--- src/rtl/i2c_rs_pkg.sv ---
package i2c_rs_pkg;
  typedef enum logic [2:0] {
    RS_IDLE,
    RS_CLK_LOW,
    RS_WAIT_HI,
    RS_HOLD_HI,
    RS_HOLD_ST
  } rs_state_t;
endpackage

--- src/rtl/i2c_rs_sync.sv ---
module i2c_rs_sync #(
  parameter int WIDTH   = 2,
  parameter int STAGES  = 2,
  parameter logic [WIDTH-1:0] RST_VAL = '1
) (
  input  logic             clk,
  input  logic             rst,
  input  logic [WIDTH-1:0] d,
  output logic [WIDTH-1:0] q
);
  logic [WIDTH-1:0] stg [STAGES];

  for (genvar i = 0; i < STAGES; i++) begin : g_stage
    if (i == 0) begin : g_first
      always_ff @(posedge clk) begin
        if (rst) stg[i] <= RST_VAL;
        else     stg[i] <= d;
      end
    end else begin : g_next
      always_ff @(posedge clk) begin
        if (rst) stg[i] <= RST_VAL;
        else     stg[i] <= stg[i-1];
      end
    end
  end

  assign q = stg[STAGES-1];
endmodule

--- src/rtl/i2c_rs_baud.sv ---
module i2c_rs_baud #(
  parameter int RLD_W = 7
) (
  input  logic             clk,
  input  logic             rst,
  input  logic             load,
  input  logic [RLD_W-1:0] reload,
  output logic             expire
);
  localparam logic [RLD_W-1:0] ONE = RLD_W'(1);

  logic [RLD_W-1:0] cnt;
  logic [RLD_W-1:0] start_val;

  // a zero reload still spends one cycle
  assign start_val = (reload == '0) ? ONE : reload;
  assign expire    = (cnt == ONE);

  always_ff @(posedge clk) begin
    if (rst)              cnt <= '0;
    else if (load)        cnt <= start_val;
    else if (cnt != '0)   cnt <= cnt - ONE;
  end
endmodule

--- src/rtl/i2c_rs_fsm.sv ---
module i2c_rs_fsm
  import i2c_rs_pkg::*;
#(
  parameter int SYNC_STAGES = 2
) (
  input  logic clk,
  input  logic rst,
  input  logic start_req,
  input  logic bcl_clr,
  input  logic scl_s,
  input  logic sda_s,
  input  logic tick,
  output logic load,
  output logic scl_low,
  output logic sda_low,
  output logic done,
  output logic coll
);
  localparam int GW = $clog2(SYNC_STAGES + 1);
  localparam logic [GW-1:0] GUARD_INIT = GW'(SYNC_STAGES);

  rs_state_t    state, state_n;
  logic [GW-1:0] guard, guard_n;
  logic         scl_n, sda_n, done_n, hit;

  always_comb begin
    state_n = state;
    guard_n = (guard != '0) ? guard - GW'(1) : guard;
    load    = 1'b0;
    scl_n   = scl_low;
    sda_n   = sda_low;
    done_n  = 1'b0;
    hit     = 1'b0;
    case (state)
      RS_IDLE: begin
        if (start_req && !coll) begin
          state_n = RS_CLK_LOW;
          load    = 1'b1;
          scl_n   = 1'b1;
          sda_n   = 1'b0;
        end
      end
      RS_CLK_LOW: begin
        if (tick) begin
          state_n = RS_WAIT_HI;
          scl_n   = 1'b0;
          guard_n = GUARD_INIT;
        end
      end
      RS_WAIT_HI: begin
        // values older than the synchronizer depth predate the release
        if (guard == '0 && scl_s) begin
          if (!sda_s) begin
            hit = 1'b1;
          end else begin
            state_n = RS_HOLD_HI;
            load    = 1'b1;
          end
        end
      end
      RS_HOLD_HI: begin
        if (!scl_s) begin
          hit = 1'b1;
        end else if (tick) begin
          state_n = RS_HOLD_ST;
          sda_n   = 1'b1;
          load    = 1'b1;
        end
      end
      RS_HOLD_ST: begin
        if (tick) begin
          state_n = RS_IDLE;
          scl_n   = 1'b1;
          done_n  = 1'b1;
        end
      end
      default: state_n = RS_IDLE;
    endcase
    if (hit) begin
      state_n = RS_IDLE;
      scl_n   = 1'b0;
      sda_n   = 1'b0;
    end
  end

  always_ff @(posedge clk) begin
    if (rst) begin
      state   <= RS_IDLE;
      guard   <= '0;
      scl_low <= 1'b0;
      sda_low <= 1'b0;
      done    <= 1'b0;
      coll    <= 1'b0;
    end else begin
      state   <= state_n;
      guard   <= guard_n;
      scl_low <= scl_n;
      sda_low <= sda_n;
      done    <= done_n;
      coll    <= hit | (coll & ~bcl_clr);
    end
  end
endmodule

--- src/rtl/i2c_rstart_gen.sv ---
module i2c_rstart_gen #(
  parameter int RLD_W       = 7,
  parameter int SYNC_STAGES = 2
) (
  input  logic             clk,
  input  logic             rst,
  input  logic             start_req,
  input  logic [RLD_W-1:0] reload,
  input  logic             scl_in,
  input  logic             sda_in,
  input  logic             bcl_clr,
  output logic             scl_drive_low,
  output logic             sda_drive_low,
  output logic             done,
  output logic             bus_coll
);
  logic [1:0] pins_s;
  logic       tick, load;

  i2c_rs_sync #(.WIDTH(2), .STAGES(SYNC_STAGES), .RST_VAL(2'b11)) u_sync (
    .clk (clk),
    .rst (rst),
    .d   ({scl_in, sda_in}),
    .q   (pins_s)
  );

  i2c_rs_baud #(.RLD_W(RLD_W)) u_baud (
    .clk    (clk),
    .rst    (rst),
    .load   (load),
    .reload (reload),
    .expire (tick)
  );

  i2c_rs_fsm #(.SYNC_STAGES(SYNC_STAGES)) u_fsm (
    .clk       (clk),
    .rst       (rst),
    .start_req (start_req),
    .bcl_clr   (bcl_clr),
    .scl_s     (pins_s[1]),
    .sda_s     (pins_s[0]),
    .tick      (tick),
    .load      (load),
    .scl_low   (scl_drive_low),
    .sda_low   (sda_drive_low),
    .done      (done),
    .coll      (bus_coll)
  );
endmodule

--- config.mk ---
export PLATFORM = sky130hd
export DESIGN_NAME = i2c_rstart_gen
export DESIGN_NICKNAME = d
export VERILOG_FILES = /design/src/rtl/i2c_rs_pkg.sv /design/src/rtl/i2c_rs_sync.sv /design/src/rtl/i2c_rs_baud.sv /design/src/rtl/i2c_rs_fsm.sv /design/src/rtl/i2c_rstart_gen.sv
export SDC_FILE = /design/constraint.sdc
export NUM_CORES = 1
export LEC_CHECK = 0
export BUFFER_PORTS_ARGS = -buffer_cell sky130_fd_sc_hd__buf_2
export CORE_MARGIN = 5
export CORE_UTILIZATION = 35
export CTS_BUF_LIST = sky130_fd_sc_hd__clkbuf_4 sky130_fd_sc_hd__clkbuf_8
export CTS_CLUSTER_DIAMETER = 60
export DETAILED_ROUTE_END_ITERATION = 8
export PLACE_DENSITY_LB_ADDON = 0.08
export RECOVER_POWER = 50
export SLEW_MARGIN = 20
export SYNTH_ARGS = -nofsm -noshare
export SYNTH_HDL_FRONTEND = slang
export SYNTH_SLANG_ARGS = --single-unit
--- constraint.sdc ---
create_clock -name clk -period 2 [get_ports clk]
set_input_delay 0.4 -clock clk [delete_from_list [all_inputs] [get_ports clk]]
set_output_delay 0.4 -clock clk [all_outputs]
set_load 0.05 [all_outputs]
### Word level (Yosys, flattened, before mapping)

Memory sizes are Yosys's and may differ from the RTL's.
Cells that the tools add are included.

* $add $sub $neg: 2
* eq/ne operators: 12
* mux-type cells: 36
* bitwise gates (word level): 6
* reductions and logical operators: 16

Operators by type and width (number)
* 2-to-1 mux 3 bit: 7
* 2-to-1 mux 7 bit: 3
* 2-to-1 mux 1 bit: 16
* one-hot mux 3 bit (5 select lines): 1
* 2-to-1 mux 2 bit: 5
* != test 2 bit (second input constant): 5
* AND reduction 4 bit: 2
* equality test 7 x 1 -> 1 bit (second input constant): 1
* logical NOT 7 bit: 1
* AND reduction 7 bit: 1
* nonzero test 7 bit: 1
* subtractor 7 x 1 -> 7 bit (second input constant): 1
* equality test 3 x 2 -> 1 bit (second input constant): 2
* one-hot mux 1 bit (3 select lines): 2
* nonzero test 2 bit: 3
* != test 2 x 1 -> 1 bit (second input constant): 2
* one-hot mux 1 bit (2 select lines): 2
* OR reduction 2 bit: 2
* equality test 3 x 1 -> 1 bit (second input constant): 1
* equality test 3 bit (second input constant): 1
* logical NOT 3 bit: 1
* bitwise OR 1 bit: 3
* nonzero test 3 bit: 1
* logical AND 1 bit: 2
* 5 further kinds: 6

* register bits: 16
* memory bits (writable): 4
* input bits: 13
* memories: 1

Memories
* u_sync.stg: words 2, width 2, read ports 2, clocked after Yosys merged registers in 0, wr ports 2, RTL line i2c_rs_sync.sv:11 `logic [WIDTH-1:0] stg [STAGES];`

### Longest topological paths before layout

Gate-level depths: netlist of run 1.

* word-level depth: 5
* gate-level depth with buffers: 8

### Hierarchy

A second synthesis of run 1 with hierarchy kept.

* cell total of the unflattened synthesis: 112
* area, all modules: 997.2 sq um

Modules (own cells, without submodules)
* i2c_rs_fsm: times used 1, cells an instance 53, area an instance 460.4 sq um, sequential area each 180.2 sq um
* i2c_rs_baud: times used 1, cells an instance 51, area an instance 431.7 sq um, sequential area each 140.1 sq um
* i2c_rs_sync: times used 1, cells an instance 8, area an instance 105.1 sq um, sequential area each 80.1 sq um

### Worst setup path after synthesis of run 1

Ideal clock, no wire load.

* kind: register to register
* from: register u_fsm.coll
* to: register u_baud.cnt[4]
* library setup time: 0.132 ns
* data arrival time: 1.581 ns
* required time: 1.868 ns
* slack: 0.287 ns
* cell stages (with the launch flop): 7
* clock period less this slack: 1.713 ns
* cell sequence: dfxtp_1 -> nor3b_1 -> a22o_1 -> a31o_4 -> buf_6 -> a211oi_1 -> nor3_1

* longest elaborated chain between the ends: 5
* elaborated cells between the ends (all ways): 6
* those cells by class: 3 x mux; 3 x reduce/logical

Ends and longest elaborated chain
* start, declared: RTL line i2c_rs_fsm.sv:17 `output logic coll`
* start signal, assigned: RTL line i2c_rs_fsm.sv:100 `coll <= hit | (coll & ~bcl_clr);`
* logical NOT 1 bit *: RTL line i2c_rs_fsm.sv:36 `if (start_req && !coll) begin`
* logical AND 1 bit *: RTL line i2c_rs_fsm.sv:36
* 2-to-1 mux 1 bit *: RTL line i2c_rs_fsm.sv:36
* one-hot mux 1 bit (3 select lines) *: RTL line i2c_rs_fsm.sv:34 `case (state)`
* 2-to-1 mux 7 bit or nonzero test 2 bit (tied branches)
* end signal, assigned: RTL line i2c_rs_baud.sv:21 `else if (load) cnt <= start_val;`
* end signal, assigned: RTL line i2c_rs_baud.sv:22 `else if (cnt != '0) cnt <= cnt - ONE;`
* end, declared: RTL line i2c_rs_baud.sv:12 `logic [RLD_W-1:0] cnt;`

Every way passes the cells marked *; elsewhere a longest branch is shown, timed or not.
A chain may end at the register's enable or synchronous reset.

### Final worst setup path of run 1

* from: register u_baud.cnt[4]
* to: register u_baud.cnt[6]

* longest elaborated chain between the ends: 5
* elaborated cells between the ends (all ways): 9
* those cells by class: 1 x add/sub; 1 x eq/ne; 5 x mux; 2 x reduce/logical

Ends and longest elaborated chain
* equality test 7 x 1 -> 1 bit: RTL line i2c_rs_baud.sv:17 `assign expire = (cnt == ONE);`
* 2-to-1 mux 1 bit: RTL line i2c_rs_fsm.sv:64 `end else if (tick) begin`
* 2-to-1 mux 1 bit: RTL line i2c_rs_fsm.sv:62 `if (!scl_s) begin`
* one-hot mux 1 bit (3 select lines): RTL line i2c_rs_fsm.sv:34
* 2-to-1 mux 7 bit or nonzero test 2 bit (tied branches)

Parallel ways exist; a longest one is shown, timed or not. The select of a mux whose other input is x is not followed.

==> results of run 1 <==
state kept, by name, summed over array words and instances (netlist names):
signal / flops
u_baud.cnt: 7
u_fsm.sda_low: 1
u_sync.stg: 4
u_fsm.scl_low: 1
u_fsm.done: 1
u_fsm.guard: 2
u_fsm.coll: 1
u_fsm.state: 3
cells in the mapped netlist:
| cell type | count | area, um^2 |
|---|---|---|
| nor4b_1 | 3 | 26.3 |
| xor2_1 | 1 | 8.76 |
| and3_1 | 1 | 6.26 |
| nor3_1 | 4 | 20.0 |
| and4b_1 | 1 | 10.0 |
| buf_6 | 2 | 22.5 |
| a211oi_1 | 2 | 15.0 |
| buf_2 | 2 | 10.0 |
| nor4_1 | 1 | 6.26 |
| or2_0 | 1 | 6.26 |
| a31oi_1 | 1 | 6.26 |
| nand3_1 | 4 | 20.0 |
| clkbuf_1 | 1 | 3.75 |
| or2_2 | 5 | 31.3 |
| a221oi_1 | 1 | 8.76 |
| o31ai_1 | 1 | 7.51 |
| o41ai_1 | 1 | 8.76 |
| nor2_1 | 15 | 56.3 |
| mux2i_1 | 3 | 30.0 |
| a31o_4 | 1 | 17.5 |
| nor2b_1 | 1 | 6.26 |
| a32oi_1 | 1 | 8.76 |
| a21oi_1 | 10 | 50.1 |
| nand2_1 | 6 | 22.5 |
| o22ai_1 | 1 | 6.26 |
| nand3b_1 | 3 | 22.5 |
| dfxtp_1 | 20 | 400 |
| xnor2_1 | 2 | 17.5 |
| nand2b_1 | 2 | 12.5 |
| nor3_2 | 1 | 10.0 |
| o31a_1 | 1 | 8.76 |
| and3b_4 | 1 | 12.5 |
| nor3b_1 | 1 | 7.51 |
| inv_1 | 4 | 15.0 |
| ha_1 | 2 | 25.0 |
| a22o_1 | 1 | 8.76 |
| a211o_1 | 1 | 8.76 |
power by group through the flow:
stage                     Sequential, mW  Combinational [mW]  Clock [mW]
after floorplan                    0.508               0.307           0
after global placement             0.511               0.377           0
after detailed placement           0.512               0.379           0
after CTS                          0.503               0.384       0.340
after global routing               0.511               0.423       0.359
final                              0.500               0.372       0.330
final timing paths:
kind | endpoint | cells after the start
worst max register to register | u_baud.cnt[6] | 5
worst max-delay path | u_baud.cnt[6] | 5
worst min register to register | u_sync.stg[1][0] | 1
worst min-delay path | u_sync.stg[0][1] | 2
metrics by stage:
stage	area [um^2]	setup WS (ps)	cells
detailed placement	1060	372	153
finish	1100	289	157
global placement	1060	339	153
global route	1100	150	157
floorplan	965	287	109
CTS	1110	346	157
per-layer routing:
layer	track usage	part of all wire	vias up	wire [um]
li1	-	-	419	-
met1	0.118	0.43	383	882
met3	0.0414	0.056	2	116
met4	0.0239	0.011	0	23
met2	0.201	0.50	24	1040
met5	0	0	-	0
kinds of logic (layout without fill, tap and decap cells):
logic type,Yosys count,after routing,synth area share
buf+inv,9,26,0.0532
simple gates,50,50,0.287
mux,3,3,0.0311
xor+xnor,3,3,0.0272
flops,20,20,0.415
fa+ha+maj,2,2,0.0259
compound gates,22,22,0.161
worst register-to-register path, cell delays in order, from the launching register on:
cell and delay (ps):
dfxtp_1 380, nor3_1 320, and3_1 360, a31o_4 280
mux2i_1 200, nor2_1 50
cell type report:
cell class,count,area [um^2],area share
Timing Repair Buffer,18,85.1,0.0774
Clock inverter,1,30.0,0.0273
Clock buffer,3,22.5,0.0205
Inverter,4,15.0,0.0137
Tap cell,31,38.8,0.0353
Sequential cell,20,400,0.364
Multi-Input combinational cell,80,508,0.462
==> results_dict.tcl, run 1 <==
set metrics [dict create \
    final_util 0.406 \
    first_pass_iters 4 \
    synth_cells 109 \
    end_kind "flop" \
    tightest_slew_ps 691 \
    cp_slowest_cell "dfxtp_1" \
    min_period_over_period 0.855 \
    arrival_ps 1890 \
    rsz0062_at_grt "false" \
    fmax_mhz 585 \
    clock_latency_ps 300 \
    ys_warn_count 0 \
    drv_cap 0 \
    initial_core_util 0.356 \
    ios 17 \
    min_period_ps 1710 \
    core_mm2 0.00271 \
    syn_nets 124 \
    port_buffers 16 \
    final_cell_mix "dfxtp_1 (20), nor2_1 (15), buf_2 (11), a21oi_1 (10)" \
    dieArea_mm2 0.00391 \
    ys_ff_latch 20 \
    grt_usage 0.110 \
    cp_max_fo 12 \
    setup.worst_path.start "u_baud.cnt[4]" \
    max_slew_margin 0.539 \
    p_comb_frac 0.310 \
    worst-path-buf-inv 0 \
    cts_tree "done" \
    post_cts_resized 0 \
    max-vdd-ir-drop_mv 0.709 \
    avgRoutedWirePerCell_um 13.1 \
    vias_per_cell 5.27 \
    diodes 0 \
    syn_to_final_growth_pct 14.0 \
    min_from "scl_in" \
    hpwl_um 1570 \
    netlist-cell-type-count 37 \
    via_count 828 \
    slew_viol_final 0 \
    drt-initial-drc-count 26 \
    internal_power_mw 0.817 \
    antenna_found_initial 0 \
    p_sw_frac 0.320 \
    grt_pass1_wl_um 3530 \
    drt_wl_total_um 2060 \
    drc 0 \
    worstPathCellList "nor3_1 -> and3_1 -> a31o_4 -> mux2i_1 -> nor2_1" \
    skew_ps 2.54 \
    seqPwrFrac 0.416 \
    hold_class "in2reg" \
    setup.worst_path.start_class "flop" \
    overflow 0 \
    gp_congestion 0.754 \
    grt_max_degree 17 \
    yosysSeqAreaShare 0.415 \
    power.share.clock 0.274 \
    crit_type "reg2reg" \
    die_h_um 62.5 \
    cpPeakStageDelay_ps 380 \
    clkSinkCount 20 \
    root_buffer "clkbuf_4" \
    r2r_start "u_baud.cnt[4]" \
    syn_area_um2 965 \
    p_per_area_mw_per_mm2 1090 \
    hold_viol 0 \
    n_fill_cell 293 \
    reg2reg_setup_slack_ps 290 \
    tns_ps 0 \
    dieWidth_um 62.5 \
    first_global_vias 848 \
    drive_gt1_frac 0.183 \
    fin_nets 142 \
    cp_top_family "simple AND/OR/NAND/NOR gates" \
    post_cts_buffers 0 \
    ctsLongestPathBuffers 2 \
    total_power_mw 1.20 \
    mostFrequentLayoutCell "dfxtp_1" \
    crit_required_ps 2180 \
    p_sw_mw 0.385 \
    syn_avg_cell_area_um2 8.85 \
    leakage_nw 0.436 \
    cts_made_buffers 3 \
    path_clk_slew_ps 120 \
    row_count 19 \
    status "complete, no violations" \
    worst_hold_slack_ps 276 \
    cts_hold_buf 0 \
    ant_nets 0 \
    setup_viol 0 \
    h-tree-depth 1 \
]
Note: power is estimated with default switching activity, not from simulation.
==> run 2, diff against run 1 <==
==> constraint.sdc (replaced) <==
create_clock -name clk -period 2 [get_ports clk]
set_input_delay 0 -clock clk [delete_from_list [all_inputs] [get_ports clk]]
set_output_delay 0 -clock clk [all_outputs]
set_load 0.05 [all_outputs]
==> results_dict.tcl, run 2 (same netlist as run 1, synthesis figures left out) <==
set metrics [dict create \
    hold_viol 0 \
    clock_latency_ps 290 \
    diodes 0 \
    skew_ps 3.04 \
    ctsLongestPathBuffers 2 \
    antenna_found_initial 0 \
    reg2reg_depth 5 \
    tns_ps 0 \
    setup_viol 0 \
    drt_wl_total_um 2000 \
    total_power_mw 1.06 \
    min_period_over_period 0.848 \
    grt_max_degree 17 \
    n_fill_cell 278 \
    drc 0 \
    root_buffer "clkbuf_4" \
    status "complete, no violations" \
    vias_per_cell 5.14 \
    largest_registers "u_baud.cnt: 7 flops, u_sync.stg: 4 flops, u_fsm.state: 3 flops" \
    crit_required_ps 2200 \
    grt_pass1_wl_um 3600 \
    row_count 19 \
    reg2reg_to "u_baud.cnt[0]" \
    drt-initial-drc-count 23 \
    dp_cells 152 \
    crit_type "reg2reg" \
    rsz0062_at_grt "false" \
    h-tree-depth 1 \
    clkSinkCount 20 \
    cp_top_family "simple AND/OR/NAND/NOR gates" \
    overflow 0 \
    largest_register_ffs 7 \
    crit_cells 5 \
    setup.worst_path.start_class "flop" \
    avgRoutedWirePerCell_um 12.3 \
    cts_tree "done" \
    grt_usage 0.110 \
    leakage_nw 0.453 \
    regMostFlops "u_baud.cnt" \
    first_global_vias 816 \
    first_pass_iters 3 \
    ant_nets 0 \
    cpPeakStageDelay_ps 370 \
    tightest_slew_ps 597 \
    r2r_start "u_baud.cnt[4]" \
    setup.worst_path.start "u_baud.cnt[4]" \
    endpoint "u_baud.cnt[0]" \
    slew_viol_final 0 \
    core_mm2 0.00271 \
    dieWidth_um 62.5 \
    stdcell_count 162 \
    max-vdd-ir-drop_mv 0.512 \
    fmax_mhz 590 \
    via_count 833 \
    ios 17 \
    hold_class "in2reg" \
    syn_to_final_growth_pct 17.9 \
    gp_congestion 0.787 \
    drv_cap 0 \
    port_buffers 16 \
    die_h_um 62.5 \
    worst_hold_slack_ps 16.6 \
    cts_made_buffers 3 \
    final_cell_mix "dfxtp_1 (20), nor2_1 (15), buf_2 (12), a21oi_1 (10), dlygate4sd3_1 (7)" \
    worst-path-buf-inv 0 \
    post_cts_buffers 0 \
    arrival_ps 1900 \
    mostFrequentLayoutCell "dfxtp_1" \
    min_period_ps 1700 \
    initial_core_util 0.356 \
    max_slew_margin 0.604 \
    dieArea_mm2 0.00391 \
    worstPathCellList "nor3_1 -> and3_1 -> a31o_4 -> nor2_1 -> a211oi_1" \
    reg2reg_setup_slack_ps 300 \
    cp_slowest_cell "dfxtp_1" \
    hpwl_um 1480 \
    path_clk_slew_ps 100 \
    p_per_area_mw_per_mm2 933 \
    cp_max_fo 12 \
    end_kind "flop" \
    fin_nets 148 \
    drive_gt1_frac 0.176 \
]
-- run 2: area by class of cell --
cell class	instances	area, um^2	share of cell area
Inverter	4	15.0	0.0132
Timing Repair Buffer	24	153	0.134
Multi-Input combinational cell	80	508	0.447
Clock buffer	3	22.5	0.0198
Tap cell	31	38.8	0.0341
Sequential cell	20	400	0.352
-- run 2: routing by layer --
layer | GRT usage | share of wire
met1 | 0.146 | 0.47
met2 | 0.166 | 0.48
met3 | 0.0252 | 0.044
met4 | 0.0557 | 0.0090
met5 | 0 | 0
-- run 2: worst min-delay path by stage --
| stage | from | slack (ps) | to | cells past startpoint |
|---|---|---|---|---|
| after floorplan | sda_in | 100 | u_sync.stg[0][0] | 1 |
| after global placement | scl_in | 190 | u_sync.stg[0][1] | 2 |
| after detailed placement | sda_in | 190 | u_sync.stg[0][0] | 2 |
| after CTS | reload[4] | 10 | u_baud.cnt[4] | 3 |
| after global routing | bcl_clr | 20 | u_fsm.coll | 4 |
| final | reload[4] | 20 | u_baud.cnt[4] | 3 |
-- run 2: repair_timing --
action	in CTS	in global routing
hold buffers	7	0
endpoints found under the hold margin	7	0
resized for setup	0	0
setup endpoints to repair	0	0
-- run 2: worst min-delay path, stage by stage --
cell and delay, ps:
buf_2 110, nor2b_1 110, nor3_1 60
-- run 2: where the power goes --
part           total (mW)  internal, mW  leakage, nW  switching, mW
sequential          0.506         0.449        0.164         0.0569
clock               0.182        0.0700       0.0138          0.112
combinational       0.373         0.174        0.275          0.200
-- run 2: metrics by stage --
step | util | area [um^2] | setup WS [ps]
floorplan | - | 965 | 287
global placement | 0.389 | 1050 | 335
detailed placement | 0.389 | 1050 | 373
CTS | 0.423 | 1150 | 340
global route | 0.420 | 1140 | 124
finish | 0.420 | 1140 | 305
